==> config.mk <==
export PLATFORM = sky130hd
export DESIGN_NAME = pwm_reload_timer
export DESIGN_NICKNAME = d
export VERILOG_FILES = /design/src/rtl/pwm_tmr_pkg.sv /design/src/rtl/pwm_tmr_rst_sync.sv /design/src/rtl/pwm_tmr_regs.sv /design/src/rtl/pwm_tmr_count.sv /design/src/rtl/pwm_tmr_wave.sv /design/src/rtl/pwm_reload_timer.sv
export SDC_FILE = /design/constraint.sdc
export NUM_CORES = 1
export LEC_CHECK = 0
export ABC_AREA = 1
export BUFFER_PORTS_ARGS = -buffer_cell sky130_fd_sc_hd__buf_4
export CORE_ASPECT_RATIO = 0.5
export CORE_MARGIN = 5
export CORE_UTILIZATION = 40
export CTS_CLUSTER_DIAMETER = 40
export DETAILED_ROUTE_END_ITERATION = 10
export GPL_TIMING_DRIVEN = 0
export SETUP_SLACK_MARGIN = 0.15
export SLEW_MARGIN = 20
export SYNTH_ARGS = -nofsm -noshare
export SYNTH_HDL_FRONTEND = slang
export SYNTH_SLANG_ARGS = --single-unit
export TNS_END_PERCENT = 1
==> constraint.sdc <==
create_clock -name clk_i -period 3.8 [get_ports clk_i]
set_clock_uncertainty 0.1 [all_clocks]
set_input_delay 0.38 -clock clk_i [delete_from_list [all_inputs] [get_ports clk_i]]
set_output_delay 0.38 -clock clk_i [all_outputs]
set_load 0.03 [all_outputs]
==> src/rtl/pwm_tmr_pkg.sv <==
package pwm_tmr_pkg;
  typedef enum logic [1:0] {
    SEL_LOAD  = 2'd0,
    SEL_MATCH = 2'd1,
    SEL_COUNT = 2'd2,
    SEL_CTRL  = 2'd3
  } wsel_e;

  typedef enum logic [1:0] {
    MODE_OFF     = 2'd0,
    MODE_TOGGLE  = 2'd1,
    MODE_SETCLR  = 2'd2,
    MODE_SETCLR2 = 2'd3
  } tmode_e;

  localparam int CTL_RUN_BIT  = 0;
  localparam int CTL_INV_BIT  = 1;
  localparam int CTL_MODE_LSB = 2;
  localparam int STAT_W       = 2;

  typedef struct packed {
    logic   run;
    logic   inv;
    tmode_e mode;
  } ctl_t;
endpackage

==> src/rtl/pwm_tmr_rst_sync.sv <==
module pwm_tmr_rst_sync #(
  parameter int STAGES = 2
) (
  input  logic clk_i,
  input  logic rst_ni,
  output logic rst_no
);
  logic [STAGES-1:0] sh_q;

  always_ff @(posedge clk_i or negedge rst_ni) begin
    if (!rst_ni) sh_q <= '0;
    else         sh_q <= {sh_q[STAGES-2:0], 1'b1};
  end

  assign rst_no = sh_q[STAGES-1];
endmodule

==> src/rtl/pwm_tmr_regs.sv <==
module pwm_tmr_regs
  import pwm_tmr_pkg::*;
#(
  parameter int CNT_W = 32
) (
  input  logic             clk_i,
  input  logic             rst_ni,
  input  logic             wr_en_i,
  input  logic [1:0]       wr_sel_i,
  input  logic [CNT_W-1:0] wr_data_i,
  output logic [CNT_W-1:0] load_q,
  output logic [CNT_W-1:0] match_q,
  output ctl_t             ctl_q,
  output logic             run_d,
  output logic             start_p,
  output logic             cnt_wr
);
  logic load_en, match_en, ctl_en;
  ctl_t ctl_d;

  always_comb begin
    load_en  = wr_en_i && (wr_sel_i == SEL_LOAD);
    match_en = wr_en_i && (wr_sel_i == SEL_MATCH);
    ctl_en   = wr_en_i && (wr_sel_i == SEL_CTRL);
    ctl_d    = ctl_q;
    if (ctl_en) begin
      ctl_d.run = wr_data_i[CTL_RUN_BIT];
      // inversion and mode are frozen while the counter runs
      if (!ctl_q.run) begin
        ctl_d.inv  = wr_data_i[CTL_INV_BIT];
        ctl_d.mode = tmode_e'(wr_data_i[CTL_MODE_LSB +: 2]);
      end
    end
    run_d   = ctl_d.run;
    start_p = ctl_d.run && !ctl_q.run;
    cnt_wr  = wr_en_i && (wr_sel_i == SEL_COUNT) && !ctl_q.run;
  end

  always_ff @(posedge clk_i or negedge rst_ni) begin
    if (!rst_ni) begin
      load_q  <= '0;
      match_q <= '0;
      ctl_q   <= '{run: 1'b0, inv: 1'b0, mode: MODE_OFF};
    end else begin
      if (load_en)  load_q  <= wr_data_i;
      if (match_en) match_q <= wr_data_i;
      if (ctl_en)   ctl_q   <= ctl_d;
    end
  end
endmodule

==> src/rtl/pwm_tmr_count.sv <==
module pwm_tmr_count #(
  parameter int CNT_W = 32
) (
  input  logic             clk_i,
  input  logic             rst_ni,
  input  logic             run_q,
  input  logic             run_d,
  input  logic             start_p,
  input  logic             cnt_wr,
  input  logic [CNT_W-1:0] wr_data_i,
  input  logic [CNT_W-1:0] load_q,
  input  logic [CNT_W-1:0] match_q,
  output logic [CNT_W-1:0] cnt_q,
  output logic             ovf,
  output logic             hit
);
  localparam logic [CNT_W-1:0] ALL1 = '1;
  localparam logic [CNT_W-1:0] ONE  = {{(CNT_W-1){1'b0}}, 1'b1};
  localparam logic [CNT_W-1:0] PRE  = ALL1 - ONE;

  logic             cnt_en, cnt_upd;
  logic [CNT_W-1:0] cnt_d;

  always_comb begin
    // counting stops on the same edge that clears the run bit
    cnt_en  = run_q && run_d;
    ovf     = cnt_en && (cnt_q == ALL1);
    hit     = cnt_en && (cnt_q == match_q);
    cnt_upd = start_p || cnt_wr || cnt_en;
    cnt_d   = cnt_q;
    if (start_p)     cnt_d = PRE;
    else if (cnt_wr) cnt_d = wr_data_i;
    else if (ovf)    cnt_d = load_q;
    else if (cnt_en) cnt_d = cnt_q + ONE;
  end

  always_ff @(posedge clk_i or negedge rst_ni) begin
    if (!rst_ni)      cnt_q <= '0;
    else if (cnt_upd) cnt_q <= cnt_d;
  end
endmodule

==> src/rtl/pwm_tmr_wave.sv <==
module pwm_tmr_wave
  import pwm_tmr_pkg::*;
(
  input  logic   clk_i,
  input  logic   rst_ni,
  input  logic   run_d,
  input  logic   start_p,
  input  tmode_e mode,
  input  logic   inv,
  input  logic   ovf,
  input  logic   hit,
  output logic   pwm_o
);
  logic raw_q, raw_d;

  always_comb begin
    raw_d = raw_q;
    if (!run_d || start_p) begin
      raw_d = 1'b0;
    end else begin
      unique case (mode)
        MODE_OFF:    raw_d = 1'b0;
        MODE_TOGGLE: if (ovf) raw_d = !raw_q;
        default: begin
          // wrap outranks match when both fall on one cycle
          if (ovf)      raw_d = 1'b1;
          else if (hit) raw_d = 1'b0;
        end
      endcase
    end
  end

  always_ff @(posedge clk_i or negedge rst_ni) begin
    if (!rst_ni) raw_q <= 1'b0;
    else         raw_q <= raw_d;
  end

  assign pwm_o = raw_q ^ inv;
endmodule

==> src/rtl/pwm_reload_timer.sv <==
module pwm_reload_timer
  import pwm_tmr_pkg::*;
#(
  parameter int CNT_W      = 32,
  parameter int RST_STAGES = 2
) (
  input  logic              clk_i,
  input  logic              rst_ni,
  input  logic              wr_en_i,
  input  logic [1:0]        wr_sel_i,
  input  logic [CNT_W-1:0]  wr_data_i,
  output logic              pwm_o,
  output logic [CNT_W-1:0]  count_o,
  output logic [STAT_W-1:0] status_o
);
  logic             rst_sync_n;
  logic [CNT_W-1:0] load_q, match_q, cnt_q;
  ctl_t             ctl_q;
  logic             run_d, start_p, cnt_wr, ovf, hit;

  pwm_tmr_rst_sync #(.STAGES(RST_STAGES)) u_rst (
    .clk_i (clk_i),
    .rst_ni(rst_ni),
    .rst_no(rst_sync_n)
  );

  pwm_tmr_regs #(.CNT_W(CNT_W)) u_regs (
    .clk_i    (clk_i),
    .rst_ni   (rst_sync_n),
    .wr_en_i  (wr_en_i),
    .wr_sel_i (wr_sel_i),
    .wr_data_i(wr_data_i),
    .load_q   (load_q),
    .match_q  (match_q),
    .ctl_q    (ctl_q),
    .run_d    (run_d),
    .start_p  (start_p),
    .cnt_wr   (cnt_wr)
  );

  pwm_tmr_count #(.CNT_W(CNT_W)) u_count (
    .clk_i    (clk_i),
    .rst_ni   (rst_sync_n),
    .run_q    (ctl_q.run),
    .run_d    (run_d),
    .start_p  (start_p),
    .cnt_wr   (cnt_wr),
    .wr_data_i(wr_data_i),
    .load_q   (load_q),
    .match_q  (match_q),
    .cnt_q    (cnt_q),
    .ovf      (ovf),
    .hit      (hit)
  );

  pwm_tmr_wave u_wave (
    .clk_i  (clk_i),
    .rst_ni (rst_sync_n),
    .run_d  (run_d),
    .start_p(start_p),
    .mode   (ctl_q.mode),
    .inv    (ctl_q.inv),
    .ovf    (ovf),
    .hit    (hit),
    .pwm_o  (pwm_o)
  );

  assign count_o  = cnt_q;
  assign status_o = {ctl_q.inv, ctl_q.run};
endmodule

### Word level (Yosys, flattened, before mapping)

Cells that the tools add are included.

* bits in writable memories: 0
* bits in latches: 0
* ROM bits: 0
* memories: 0
* register bits after elaboration: 103
* output and inout port bits: 35

* bitwise logic cells: 2
* muxes and demuxes: 11
* shift operators: 0
* divide/modulo/power cells: 0
* add/sub/neg operators: 1
* magnitude comparators: 0
* equal/unequal tests: 7
* multiply operators: 0
* reductions and logical operators: 22

Operators by type and width (count)
* $mux 32: 4
* $add 32x1->32 const B: 1
* $eq 32x32->1: 1
* $eq 32x32->1 const B: 1
* $logic_and 1x1->1: 9
* $reduce_bool 4->1: 2
* $reduce_and 2->1: 3
* $eq 2x1->1 const B: 2
* $eq 2x2->1 const B: 2
* $logic_not 2->1: 2
* $mux 1: 4
* $mux 4: 1
* $logic_not 1->1: 3
* $logic_or 1x1->1: 3
* $mux 3: 1
* $ne 3x2->1 const B: 1
* $pmux 1 s2: 1
* $not 1->1: 1
* $xor 1x1->1: 1

### Depth between registers and ports, before layout

* depth in word-level cells: 9
* gate-level depth with buffers: 11

### By module

From an unflattened synthesis, not the netlist that was laid out.

* cell total of the unflattened synthesis: 897
* area total of the unflattened synthesis: 6555.0 um2

By module, submodules not included
* pwm_tmr_count: times used 1, cells an instance 581, area an instance 3547.2 um2
* pwm_tmr_regs: times used 1, cells an instance 301, area an instance 2874.0 um2
* pwm_tmr_wave: times used 1, cells an instance 12, area an instance 80.1 um2
* pwm_tmr_rst_sync: times used 1, cells an instance 3, area an instance 53.8 um2

### Worst setup path after synthesis

No wires, ideal clock.

* path kind: flip-flop to flip-flop
* start point: register u_count.cnt_q[1]
* end point: register u_count.cnt_q[13]
* clock period less this slack: 2.072 ns
* stages on the path, launching flop included: 12
* data required time: 3.578 ns
* path buffers: 1
* setup slack: 1.728 ns
* data arrival time: 1.850 ns
* path through: dfrtp_1 ha_1 nand2_2 nor2_4 nand2_4 nor2_8 nand3_2 nor2_2 buf_6 nand2_2 nand3_2 a21oi_2

* word-level cells in the longest chain between the ends: 5
* elaborated cells on any way between the ends: 9
* those cells by class: add/sub: 1; eq/ne: 1; mux: 4; reduce/logical: 3

Ends and longest elaborated chain
* from (decl): line pwm_tmr_count.sv:13 `output logic [CNT_W-1:0] cnt_q,`
* from (signal assigned): line pwm_tmr_count.sv:39 `else if (cnt_upd) cnt_q <= cnt_d;`
* $add 32x1->32 / $eq 32x32->1 (equally long branches): line pwm_tmr_count.sv:34, pwm_tmr_count.sv:27
* $mux 32 / $logic_and 1x1->1 (equally long branches): line pwm_tmr_count.sv:34, pwm_tmr_count.sv:27
* $mux 32: line pwm_tmr_count.sv:33 `else if (ovf) cnt_d = load_q;`
* $mux 32: line pwm_tmr_count.sv:32 `else if (cnt_wr) cnt_d = wr_data_i;`
* $mux 32: line pwm_tmr_count.sv:31 `if (start_p) cnt_d = PRE;`

Parallel ways exist; a longest one is shown, timed or not. The select of a mux whose other input is x is not followed.
A chain may end at the register's enable or synchronous reset.

### Worst setup path after layout

* start point: register u_count.cnt_q[0]
* end point: register u_count.cnt_q[21]

Same word-level chain as after synthesis.

==> metrics.md <==
| Metric | Value |
|---|---|
| Post-Syn Area per Cell | 7.30 um2 |
| Critical Path End Type | flip-flop |
| Cell family contributing the most delay on the critical path | simple AND/OR/NAND/NOR gates |
| CTS Buf Count | 9 |
| Worst Max-Slew Pin Slew | 0.718 ns |
| Crit path time final | 2.36 ns |
| Row count | 32 |
| Starting Density | 0.405 |
| Final Cycle Share | 0.622 |
| Setup CP Type | flip-flop to flip-flop |
| RSZ-0062 raised after global routing | false |
| PwrDens | 717 mW/mm2 |
| Number of antenna violations at the first check in global routing | 0 |
| Routed length per instance | approximately 17 um |
| Multi-input gate area | 0.00298 mm2 |
| Worst-Skew Late Latency | 0.35 ns |
| First-pass GRT wire length | 30800 um |
| R2r startpoint | u_count.cnt_q[0] |
| Placed cell areas | between 0.007 and 0.008 mm2 |
| Nets | 969 |
| Synth-to-layout area growth | 19.3% |
| Top cells by area, synth | dfrtp_1, nand2_1, inv_1, o21ai_0, nor2_1 |
| Iter 0 DRT Violations | between 400 and 500 |
| Vias | 5778 |
| Drt drc | 0 |
| Synth unique cells | 32 |
| Global routing met1 resource utilization | 0.323 |
| Hold_buf cts | 1 |
| Slew Viols, Final | 0 |
| CP required | 3.93 ns |
| Gr busiest metal | met2 |
| Static Leak | roughly 0.0039 uW |
| CTS tree | done |
| Die Height | 97.9 um |
| Pin count of the biggest net entering global routing | 48 |
| Port Buf Inserts | 71 |
| Hold Vio Cnt, Final | 0 |
| Slowest CP cell | dfrtp_1 |
| Vias per cell | ~5.1 |
| Finished Cell Area | 0.00737 mm2 |
| Commonest non-fill, non-tap cells in the layout | nand2_1, inv_1, dfrtp_1 |
| Synth Warn # | 0 |
| CTS sink cnt | 103 |
| Final WS setup | 1.44 ns |
| Worst slew margin | 0.522 |
| Postcts setup bufs | 0 |
| Leading area contributor after synthesis | dfrtp_1 |
| WP buf/inv | 1 |
| Pre-CTS setup slack | 1.48 ns |
| FF+latch count, synth | 103 |
| Global routing usage on met2 | 0.328 |
| GP Congestion | 0.922 |
| Worst setup SP type | flip-flop |
| Root buf cell | clkbuf_16 |
| Met3 usage in global routing | 0.0383 |
| Tot Pwr | 5280 uW |
| CP max FO | 10 |
| FMAX | 423 MHz |
| Peak supply drop | 278 uV |
| Post-Syn Area | a little over 0.006 mm2 |
| Hold Path Class | flip-flop to asynchronous set/reset pin |
| Post-Syn Nets | 884 |
| CP max stage delay | just under 0.5 ns |
| Total wire length | just under 20000 um |
| Setup crit start | u_count.cnt_q[0] |
| # IOs | 72 |
| Sequential Area | 0.00258 mm2 |
| Drt pass-1 iters | 5 |
| Die Wd | 186 um |
| Resize count post-CTS | 0 |
| Fillers | 1581 |
| Antenna cells | 0 |
| CTS max path bufs | 2 |
| Final setup vio count | 0 |
| Share of cells above drive strength 1 | 0.198 |
| Sequential share of the synthesized area | 0.417 |
| Post-route setup TNS | 0 ns |
| Leading cell type in the layout, fill and taps excluded | nand2_1 |
| Gate Count Post-Synth | 846 |
| Global Route Usage Sum | 0.215 |
| H-tree Lvls | 3 |
| Clock transition at path regs | around 0.08 ns |
| Crit-path cells | ha_1 -> nand2_2 -> nor2_4 -> nand2_4 -> nor2_8 -> nand3_2 -> nor2_2 -> buf_6 -> nand2_2 -> nand3_2 -> a21oi_2 |
| Vias in the first global route | 5683 |
| HPWL after DPL | 14400 um |
| Grt ovf | 0 |
| Core area | 0.0153 mm2 |
| Post-DRT Antenna Nets | 0 |
| Status | completed |
| Maxcap violations | 0 |
| Synth top area share | 0.417 |
| CP arrival | roughly 2.5 ns |
| Die Area | 0.0182 mm2 |
-- power by group --
| group | internal [uW] | switching, uW |
|---|---|---|
| sequential | 1350 | 382 |
| combinational | 868 | 1590 |
| clock | 650 | 444 |
| total | 2870 | 2410 |
-- final timing paths --
path	to	depth (start not counted)	slack (ns)
max	u_count.cnt_q[21]	11	1.44
min	u_regs.load_q[2]	0	0.15
max reg2reg	u_count.cnt_q[21]	11	1.44
min reg2reg	u_regs.load_q[2]	0	0.15
max in group asynchronous	u_regs.load_q[18]	2	2.64
min in group clk_i	u_regs.ctl_q[1]	3	0.18
-- through the flow --
step	util	cells	hold WS (ns)
global placement	0.456	1121	0.0629
floorplan	-	846	-0.0156
global route	0.483	1140	0.191
finish	0.483	1140	0.149
detailed placement	0.460	1123	0.0658
CTS	0.483	1140	0.164
-- cell type report --
cell class / instances / share of cell area
Inverter: 120 / 0.0611
Tap cell: 204 / 0.0346
Buffer: 31 / 0.0221
Multi-Input combinational cell: 592 / 0.405
Clock inverter: 6 / 0.0156
Timing Repair Buffer: 74 / 0.0801
Clock buffer: 10 / 0.0311
Sequential cell: 103 / 0.350
-- layer usage --
metal	share of wire	vias to the layer above
met5	0	-
met4	0.013	0
met3	0.056	21
met2	0.43	134
met1	0.50	2807
li1	-	2816
-- flip-flops by register name, summed over array words and instances, names as in the netlist --
name and flops:
u_count.cnt_q 32, u_regs.ctl_q 4, u_regs.load_q 32, u_regs.match_q 32, u_rst.sh_q 2, u_wave.raw_q 1
-- cell families (layout without fill, tap and decap cells) --
kind of cell,count (synthesis),in the layout,share of synthesized area
and+or+nand+nor,412,412,0.304
DFF,103,103,0.417
adders and majority gates,1,1,0.00203
buffers and inverters,151,241,0.0993
xor gates and xnor gates,25,25,0.0355
other,1,1,0.000607
AOI/OAI and AO/OA,153,153,0.141
-- worst register-to-register path, cell delays in order, from the launching register on --
cell and delay [ns]:
dfrtp_1 0.49, ha_1 0.26, nand2_2 0.09, nor2_4 0.17, nand2_4 0.12, nor2_8 0.21
nand3_2 0.17, nor2_2 0.20, buf_6 0.24, nand2_2 0.07, nand3_2 0.09, a21oi_2 0.05
-- cell usage after synthesis (all sizes together) --
master / n
nand2: 247
inv: 120
dfrtp: 103
nor2: 95
o21ai: 86
a21oi: 66
nand3: 48
clkbuf: 18
nand4: 15
buf: 13
xor2: 13
xnor2: 12
or2: 5
nand3b: 2
conb: 1
ha: 1
o22ai: 1
Power figures use the tool's default switching activity.
